**src/rtl/serrx_pkg.sv**
```systemverilog
package serrx_pkg;

  typedef enum logic [2:0] {
    ST_IDLE,
    ST_START,
    ST_DATA,
    ST_PARITY,
    ST_STOP,
    ST_HOLD
  } rx_state_e;

  typedef struct packed {
    logic brk;
    logic frm;
    logic par;
  } rx_err_t;

endpackage

```
**src/rtl/serrx_linesel.sv**
```systemverilog
module serrx_linesel #(
  parameter int SYNC_STAGES = 2
) (
  input  logic clk,
  input  logic rst_n,
  input  logic pin,
  input  logic loop_tx,
  input  logic loop_en,
  output logic line_o
);

  logic                   sel_bit;
  logic [SYNC_STAGES-1:0] sync_q;
  logic [SYNC_STAGES-1:0] sync_d;

  assign sel_bit = loop_en ? loop_tx : pin;

  always_comb begin
    sync_d = {sync_q[SYNC_STAGES-2:0], sel_bit};
  end

  always_ff @(posedge clk or negedge rst_n) begin
    if (!rst_n) sync_q <= '1;
    else        sync_q <= sync_d;
  end

  assign line_o = sync_q[SYNC_STAGES-1];

endmodule

```
**src/rtl/serrx_frame.sv**
```systemverilog
module serrx_frame
  import serrx_pkg::*;
#(
  parameter int DATA_W = 8,
  parameter int OS     = 16
) (
  input  logic              clk,
  input  logic              rst_n,
  input  logic              tick,
  input  logic              line,
  input  logic [1:0]        word_len,
  input  logic              par_en,
  input  logic              par_even,
  output logic              done_o,
  output logic [DATA_W-1:0] data_o,
  output rx_err_t           err_o
);

  localparam int CNT_W = $clog2(OS);
  localparam int BIT_W = $clog2(DATA_W);
  localparam logic [CNT_W-1:0] CNT_MID  = CNT_W'(OS / 2 - 1);
  localparam logic [CNT_W-1:0] CNT_LAST = CNT_W'(OS - 1);
  localparam logic [BIT_W-1:0] IDX_MIN  = BIT_W'(DATA_W - 4);
  localparam logic [BIT_W-1:0] IDX_TOP  = BIT_W'(DATA_W - 1);

  rx_state_e         state_q, state_d;
  logic [CNT_W-1:0]  cnt_q, cnt_d;
  logic [BIT_W-1:0]  bits_q, bits_d;
  logic [DATA_W-1:0] shreg_q, shreg_d;
  logic              parbit_q, parbit_d;
  logic              done_q, done_d;
  logic [DATA_W-1:0] data_q, data_d;
  rx_err_t           err_q, err_d;

  logic [BIT_W-1:0]  last_idx;
  logic [DATA_W-1:0] aligned;
  logic              par_bad;
  logic              all_zero;

  assign last_idx = IDX_MIN + BIT_W'(word_len);
  assign aligned  = shreg_q >> (IDX_TOP - last_idx);
  assign par_bad  = par_en & ((^aligned) ^ parbit_q ^ ~par_even);
  assign all_zero = (aligned == '0) && (!par_en || !parbit_q);

  always_comb begin
    state_d  = state_q;
    cnt_d    = cnt_q;
    bits_d   = bits_q;
    shreg_d  = shreg_q;
    parbit_d = parbit_q;
    done_d   = 1'b0;
    data_d   = data_q;
    err_d    = err_q;
    case (state_q)
      ST_IDLE: begin
        if (tick && !line) begin
          state_d = ST_START;
          cnt_d   = '0;
        end
      end
      ST_START: begin
        if (tick) begin
          if (cnt_q == CNT_MID) begin
            cnt_d   = '0;
            bits_d  = '0;
            state_d = line ? ST_IDLE : ST_DATA;
          end else begin
            cnt_d = cnt_q + 1'b1;
          end
        end
      end
      ST_DATA: begin
        if (tick) begin
          if (cnt_q == CNT_LAST) begin
            cnt_d   = '0;
            shreg_d = {line, shreg_q[DATA_W-1:1]};
            if (bits_q == last_idx) state_d = par_en ? ST_PARITY : ST_STOP;
            else                    bits_d  = bits_q + 1'b1;
          end else begin
            cnt_d = cnt_q + 1'b1;
          end
        end
      end
      ST_PARITY: begin
        if (tick) begin
          if (cnt_q == CNT_LAST) begin
            cnt_d    = '0;
            parbit_d = line;
            state_d  = ST_STOP;
          end else begin
            cnt_d = cnt_q + 1'b1;
          end
        end
      end
      ST_STOP: begin
        if (tick) begin
          if (cnt_q == CNT_LAST) begin
            cnt_d     = '0;
            done_d    = 1'b1;
            data_d    = aligned;
            err_d.par = par_bad;
            err_d.frm = !line;
            err_d.brk = !line && all_zero;
            state_d   = line ? ST_IDLE : ST_HOLD;
          end else begin
            cnt_d = cnt_q + 1'b1;
          end
        end
      end
      ST_HOLD: begin
        if (line) state_d = ST_IDLE;
      end
      default: state_d = ST_IDLE;
    endcase
  end

  always_ff @(posedge clk or negedge rst_n) begin
    if (!rst_n) begin
      state_q  <= ST_IDLE;
      cnt_q    <= '0;
      bits_q   <= '0;
      shreg_q  <= '0;
      parbit_q <= 1'b0;
      done_q   <= 1'b0;
      data_q   <= '0;
      err_q    <= '0;
    end else begin
      state_q  <= state_d;
      cnt_q    <= cnt_d;
      bits_q   <= bits_d;
      shreg_q  <= shreg_d;
      parbit_q <= parbit_d;
      done_q   <= done_d;
      data_q   <= data_d;
      err_q    <= err_d;
    end
  end

  assign done_o = done_q;
  assign data_o = data_q;
  assign err_o  = err_q;

  AST_DONE_SINGLE: assert property (@(posedge clk) disable iff (!rst_n)
    done_q |=> !done_q);
  AST_START_REJECT: assert property (@(posedge clk) disable iff (!rst_n)
    (state_q == ST_START && tick && cnt_q == CNT_MID && line) |=> state_q == ST_IDLE);
  AST_BREAK_IS_ZERO: assert property (@(posedge clk) disable iff (!rst_n)
    (done_q && err_q.brk) |-> (err_q.frm && data_q == '0));
  AST_HOLD_WAITS: assert property (@(posedge clk) disable iff (!rst_n)
    (state_q == ST_HOLD && !line) |=> state_q == ST_HOLD);

endmodule

```
**src/rtl/serrx_status.sv**
```systemverilog
module serrx_status
  import serrx_pkg::*;
#(
  parameter int DATA_W = 8
) (
  input  logic              clk,
  input  logic              rst_n,
  input  logic              done,
  input  logic [DATA_W-1:0] data,
  input  rx_err_t           err,
  input  logic              rd_data,
  input  logic              rd_status,
  input  logic              tx_hold_empty,
  input  logic              tx_shift_empty,
  output logic [DATA_W-1:0] rx_data,
  output logic [7:0]        line_status,
  output logic              irq
);

  logic [DATA_W-1:0] buf_q, buf_d;
  logic dr_q, dr_d;
  logic oe_q, oe_d;
  logic pe_q, pe_d;
  logic fe_q, fe_d;
  logic bi_q, bi_d;

  always_comb begin
    buf_d = done ? data : buf_q;
    dr_d  = done ? 1'b1 : (rd_data ? 1'b0 : dr_q);
    oe_d  = (done && dr_q && !rd_data) ? 1'b1 : (rd_status ? 1'b0 : oe_q);
    pe_d  = (done && err.par) ? 1'b1 : (rd_status ? 1'b0 : pe_q);
    fe_d  = (done && err.frm) ? 1'b1 : (rd_status ? 1'b0 : fe_q);
    bi_d  = (done && err.brk) ? 1'b1 : (rd_status ? 1'b0 : bi_q);
  end

  always_ff @(posedge clk or negedge rst_n) begin
    if (!rst_n) begin
      buf_q <= '0;
      dr_q  <= 1'b0;
      oe_q  <= 1'b0;
      pe_q  <= 1'b0;
      fe_q  <= 1'b0;
      bi_q  <= 1'b0;
    end else begin
      buf_q <= buf_d;
      dr_q  <= dr_d;
      oe_q  <= oe_d;
      pe_q  <= pe_d;
      fe_q  <= fe_d;
      bi_q  <= bi_d;
    end
  end

  assign rx_data     = buf_q;
  assign line_status = {1'b0, tx_shift_empty, tx_hold_empty, bi_q, fe_q, pe_q, oe_q, dr_q};
  assign irq         = dr_q | oe_q | pe_q | fe_q | bi_q;

  AST_DR_ON_DONE: assert property (@(posedge clk) disable iff (!rst_n)
    done |=> dr_q);
  AST_NO_OVERRUN_LOSS: assert property (@(posedge clk) disable iff (!rst_n)
    (done && dr_q && !rd_data) |=> oe_q);
  AST_STATUS_CLEAR: assert property (@(posedge clk) disable iff (!rst_n)
    (rd_status && !done) |=> !(oe_q || pe_q || fe_q || bi_q));
  AST_IRQ_SOURCE: assert property (@(posedge clk) disable iff (!rst_n)
    $rose(irq) |-> $past(done));

endmodule

```
**src/rtl/serrx_core.sv**
```systemverilog
module serrx_core
  import serrx_pkg::*;
#(
  parameter int DATA_W      = 8,
  parameter int OS          = 16,
  parameter int SYNC_STAGES = 2
) (
  input  logic              clk,
  input  logic              rst_n,
  input  logic              tick16,
  input  logic              rx_pin,
  input  logic              loop_tx,
  input  logic              loop_en,
  input  logic [1:0]        word_len,
  input  logic              par_en,
  input  logic              par_even,
  input  logic              rd_data,
  input  logic              rd_status,
  input  logic              tx_hold_empty,
  input  logic              tx_shift_empty,
  output logic [DATA_W-1:0] rx_data,
  output logic [7:0]        line_status,
  output logic              irq
);

  logic              rst_meta_q;
  logic              rst_sync_q;
  logic              line;
  logic              done;
  logic [DATA_W-1:0] frame_data;
  rx_err_t           frame_err;

  always_ff @(posedge clk or negedge rst_n) begin
    if (!rst_n) begin
      rst_meta_q <= 1'b0;
      rst_sync_q <= 1'b0;
    end else begin
      rst_meta_q <= 1'b1;
      rst_sync_q <= rst_meta_q;
    end
  end

  serrx_linesel #(.SYNC_STAGES(SYNC_STAGES)) u_linesel (
    .clk     (clk),
    .rst_n   (rst_sync_q),
    .pin     (rx_pin),
    .loop_tx (loop_tx),
    .loop_en (loop_en),
    .line_o  (line)
  );

  serrx_frame #(.DATA_W(DATA_W), .OS(OS)) u_frame (
    .clk      (clk),
    .rst_n    (rst_sync_q),
    .tick     (tick16),
    .line     (line),
    .word_len (word_len),
    .par_en   (par_en),
    .par_even (par_even),
    .done_o   (done),
    .data_o   (frame_data),
    .err_o    (frame_err)
  );

  serrx_status #(.DATA_W(DATA_W)) u_status (
    .clk            (clk),
    .rst_n          (rst_sync_q),
    .done           (done),
    .data           (frame_data),
    .err            (frame_err),
    .rd_data        (rd_data),
    .rd_status      (rd_status),
    .tx_hold_empty  (tx_hold_empty),
    .tx_shift_empty (tx_shift_empty),
    .rx_data        (rx_data),
    .line_status    (line_status),
    .irq            (irq)
  );

endmodule

```
**config.mk**
```make
export PLATFORM = sky130hd
export DESIGN_NAME = serrx_core
export DESIGN_NICKNAME = d
export VERILOG_FILES = /design/src/rtl/serrx_pkg.sv /design/src/rtl/serrx_linesel.sv /design/src/rtl/serrx_frame.sv /design/src/rtl/serrx_status.sv /design/src/rtl/serrx_core.sv
export SDC_FILE = /design/constraint.sdc
export NUM_CORES = 1
export LEC_CHECK = 0
export BUFFER_PORTS_ARGS = -buffer_cell sky130_fd_sc_hd__buf_4
export CORE_AREA = 3 3 79 81
export DETAILED_ROUTE_END_ITERATION = 10
export DIE_AREA = 0 0 82 84
export PLACE_DENSITY = 0.72
export SYNTH_ARGS = -nofsm -noshare
export SYNTH_HDL_FRONTEND = slang
export SYNTH_SLANG_ARGS = --single-unit
```
**constraint.sdc**
```tcl
create_clock -name clk -period 2 [get_ports clk]
set_clock_uncertainty 0.2 [all_clocks]
set_input_delay 0.2 -clock clk [delete_from_list [all_inputs] [get_ports clk]]
set_output_delay 0.2 -clock clk [all_outputs]
set_load 0.02 [all_outputs]
```
==> results.sh <==
export IMPL_ctsLongestPathBuffers=2
export IMPL_drive_gt1_frac=0.279
export IMPL_setup_viol=1
export IMPL_arrival_ps=2030
export IMPL_synthFlopType="dfrtp_1"
export IMPL_synth_edf_count=0
export IMPL_fin_ws_ps=-21.9
export IMPL_dpl_cell_count=333
export IMPL_avgSynthCellArea_um2=10.3
export IMPL_first_global_vias=1765
export IMPL_crit_type="register to register"
export IMPL_maxCapViolCount=0
export IMPL_crit_chain="mux2_4 > o21ai_4 > ha_1 > xor2_1 > xnor2_1 > xnor2_1 > o31ai_1"
export IMPL_postCtsSetupBuffers=0
export IMPL_swShare=0.326
export IMPL_rsz0062_at_grt="yes"
export IMPL_critPathLaunchType="register"
export IMPL_ir_worst_vdd_uv=383
export IMPL_ys_top_cells_by_count="46 x dfrtp_1, 28 x nand2_1, 16 x o21ai_1"
export IMPL_p_int_uw=1720
export IMPL_io_pins=31
export IMPL_hold_viol_final=0
export IMPL_nets=295
export IMPL_max_stage_delay_ps=420
export IMPL_die_h_um=84
export IMPL_power_density_nw_per_um2=845
export IMPL_cts_sinks=48
export IMPL_report_power_total_uw=2550
export IMPL_p_clk_frac=0.279
export IMPL_die_width_um=82
export IMPL_fmax_mhz=495
export IMPL_final_area_um2=3020
export IMPL_fin_cells=348
export IMPL_dieArea_um2=6890
export IMPL_fin_crit_sh=1.01
export IMPL_antenna_found_initial=0
export IMPL_dr_pass1_iters=4
export IMPL_setup_tns_ps=-21.9
export IMPL_grt_total_usage=0.145
export IMPL_required_ps=2010
export IMPL_vias=1830
export IMPL_overflow=0
export IMPL_gp_congestion=0.885
export IMPL_violations="setup timing"
export IMPL_dpl_hpwl_mm=3.36
export IMPL_reg2reg_setup_slack_ps=-20
export IMPL_finalWirelength_mm=4.64
export IMPL_ys_top_cells_by_area="dfrtp_1 46%, mux2_2 5.8%, mux2_1 4.5%"
export IMPL_routedWlPerCell_um=13.3
export IMPL_synthDistinctLibCells=51
export IMPL_p_leak_uw=0.00144
export IMPL_grt_max_degree=17
export IMPL_cts_root_buf="clkbuf_8"
export IMPL_slew_headroom=0.657
export IMPL_tritoncts="yes"
export IMPL_seq_power_share=0.470
export IMPL_cts_made_buffers=5
export IMPL_switchingPower_uw=832
export IMPL_synthArstFlopShare=1.00
export IMPL_place_ws_ps=-112
export IMPL_diodes=0
export IMPL_start_util=0.456
export IMPL_cpLargestDelayFamily="XOR/XNOR gates"
export IMPL_clkLatencyLatePin_ps=310
export IMPL_yosysWarnings=0
export IMPL_drv_slew=0
export IMPL_synthesis_area_um2=2520
export IMPL_period_needed_ps=2020
export IMPL_cp_end_kind="register"
export IMPL_synth_top_cell_area_share=0.456
export IMPL_h_tree_depth=2
export IMPL_io_buffers=25
export IMPL_placed_area_um2=2780
export IMPL_drt_drc_violations_left=0
export IMPL_grt_pass1_wl_mm=7.89
export IMPL_worst_slew_pin_slew_ps=513
export IMPL_yosysMostFrequentCell="dfrtp_1"
export IMPL_path_buf_inv=0
export IMPL_clk_pin_slew_ps=90
export IMPL_hold_path_class="input port to register"
export IMPL_syn2layout_area_growth_pct=19.7
export IMPL_core_um2=5540
export IMPL_cp_max_fo=4
export IMPL_status="finished with violations"
export IMPL_synth_cells=244
export IMPL_ant_nets=0
export IMPL_viasPerCell=5.26
export IMPL_yosysSeqAreaShare=0.477
export IMPL_cp_common_cell="xnor2_1"
export IMPL_yosysTopAreaCell="dfrtp_1"
export IMPL_cp_slowest_cell="dfrtp_1"
export IMPL_ys_ff_latch=48
export IMPL_drt_iter0_drc=158
export IMPL_comb_power_share=0.251
export IMPL_placementRows=27
export IMPL_syn_num_nets=264
cells in the final DEF (no fill, tap or decap), types with 2 or more instances in the layout:
| master | synthesis | routed |
|---|---|---|
| a21o_1 | 2 | 2 |
| a21oi_1 | 5 | 5 |
| a22o_1 | 2 | 2 |
| a32o_1 | 3 | 2 |
| buf_4 | 9 | 37 |
| clkbuf_8 | 0 | 5 |
| conb_1 | 2 | 2 |
| dfrtp_1 | 46 | 45 |
| dfstp_2 | 2 | 2 |
| dlygate4sd3_1 | 0 | 7 |
| ha_1 | 6 | 4 |
| inv_1 | 11 | 11 |
| mux2_1 | 10 | 10 |
| mux2_2 | 13 | 12 |
| mux2i_1 | 10 | 8 |
| mux2i_2 | 0 | 2 |
| nand2_1 | 28 | 28 |
| nand2b_1 | 2 | 2 |
| nand3_1 | 12 | 12 |
| nand4_1 | 3 | 3 |
| nor2_1 | 5 | 4 |
| nor2b_1 | 2 | 2 |
| nor3_1 | 2 | 2 |
| o21ai_0 | 10 | 9 |
| o21ai_1 | 16 | 15 |
| o22ai_1 | 2 | 2 |
| or2_1 | 2 | 2 |
| xnor2_1 | 5 | 4 |
| xnor2_2 | 1 | 2 |
power groups by stage:
| stage | logic [uW] | clock network, uW | registers (uW) |
|---|---|---|---|
| after detailed placement | 603 | 0 | 1210 |
| after global placement | 591 | 0 | 1220 |
| final | 640 | 713 | 1200 |
| after global routing | 709 | 770 | 1220 |
| after floorplan | 547 | 0 | 1130 |
| after CTS | 625 | 738 | 1190 |
worst register-to-register path, stage by stage, from the launching register on:
cell	delay, ps
dfrtp_1	420
mux2_4	290
o21ai_4	140
ha_1	250
xor2_1	160
xnor2_1	140
xnor2_1	130
o31ai_1	200
what timing repair did:
action                                  in CTS  in global routing
endpoints found under the setup margin       1                 18
hold buffers                                 7                  0
endpoints found under the hold margin        9                  0
pin swaps                                    1                  0
resized for setup                            4                  9
sequential cells by signal, indices dropped and copies added (netlist names):
| signal | cells |
|---|---|
| u_frame.err_o | 3 |
| u_frame.done_o | 1 |
| u_frame.cnt_q | 4 |
| u_status.bi_q | 1 |
| u_status.oe_q | 1 |
| u_status.rx_data | 8 |
| u_status.dr_q | 1 |
| u_frame.state_q | 3 |
| u_frame.data_o | 8 |
| rst_sync_q | 1 |
| rst_meta_q | 1 |
| u_frame.parbit_q | 1 |
| u_frame.shreg_q | 8 |
| u_linesel.sync_q | 2 |
| u_status.fe_q | 1 |
| u_frame.bits_q | 3 |
| u_status.pe_q | 1 |
stage by stage:
step	hold WS (ps)	utilization
final	6.11	0.545
after global routing	15.5	0.545
after CTS	2.68	0.538
after detailed placement	-215	0.501
after global placement	-217	0.501
after floorplan	-296	-
final timing paths:
path / depth (start not counted) / end / start
max: 7 / u_frame.err_o[0] / u_frame.shreg_q[4]
min: 3 / u_status.dr_q / rd_data
max reg2reg: 7 / u_frame.err_o[0] / u_frame.shreg_q[4]
min reg2reg: 1 / u_status.pe_q / rst_sync_q
max in group asynchronous: 1 / u_frame.err_o[0] / rst_sync_q
min in group asynchronous: 1 / u_status.pe_q / rst_sync_q
cell families after synthesis:
| kind of cell | synth area share |
|---|---|
| AOI/OAI and AO/OA | 0.125 |
| other | 0.00297 |
| and+or+nand+nor | 0.130 |
| muxes | 0.142 |
| xor gates and xnor gates | 0.0273 |
| adders and majority gates | 0.0297 |
| buffers and inverters | 0.0659 |
| DFF | 0.477 |
cell type report:
| cell class | count | area (um^2) |
|---|---|---|
| clock buffer | 5 | 68.8 |
| clock inverter | 3 | 46.3 |
| fill | 488 | 2520 |
| inverter | 13 | 48.8 |
| multi-input combinational | 163 | 1210 |
| sequential | 48 | 1200 |
| tap | 72 | 90.1 |
| timing repair buffer | 44 | 348 |
layer usage:
metal	vias up	share of wire	track usage
li1	910	-	-
met1	881	0.47	0.193
met2	34	0.47	0.233
met3	5	0.036	0.0324
met4	0	0.015	0.0453
met5	-	0	0
(Power assumes the default switching activity.)
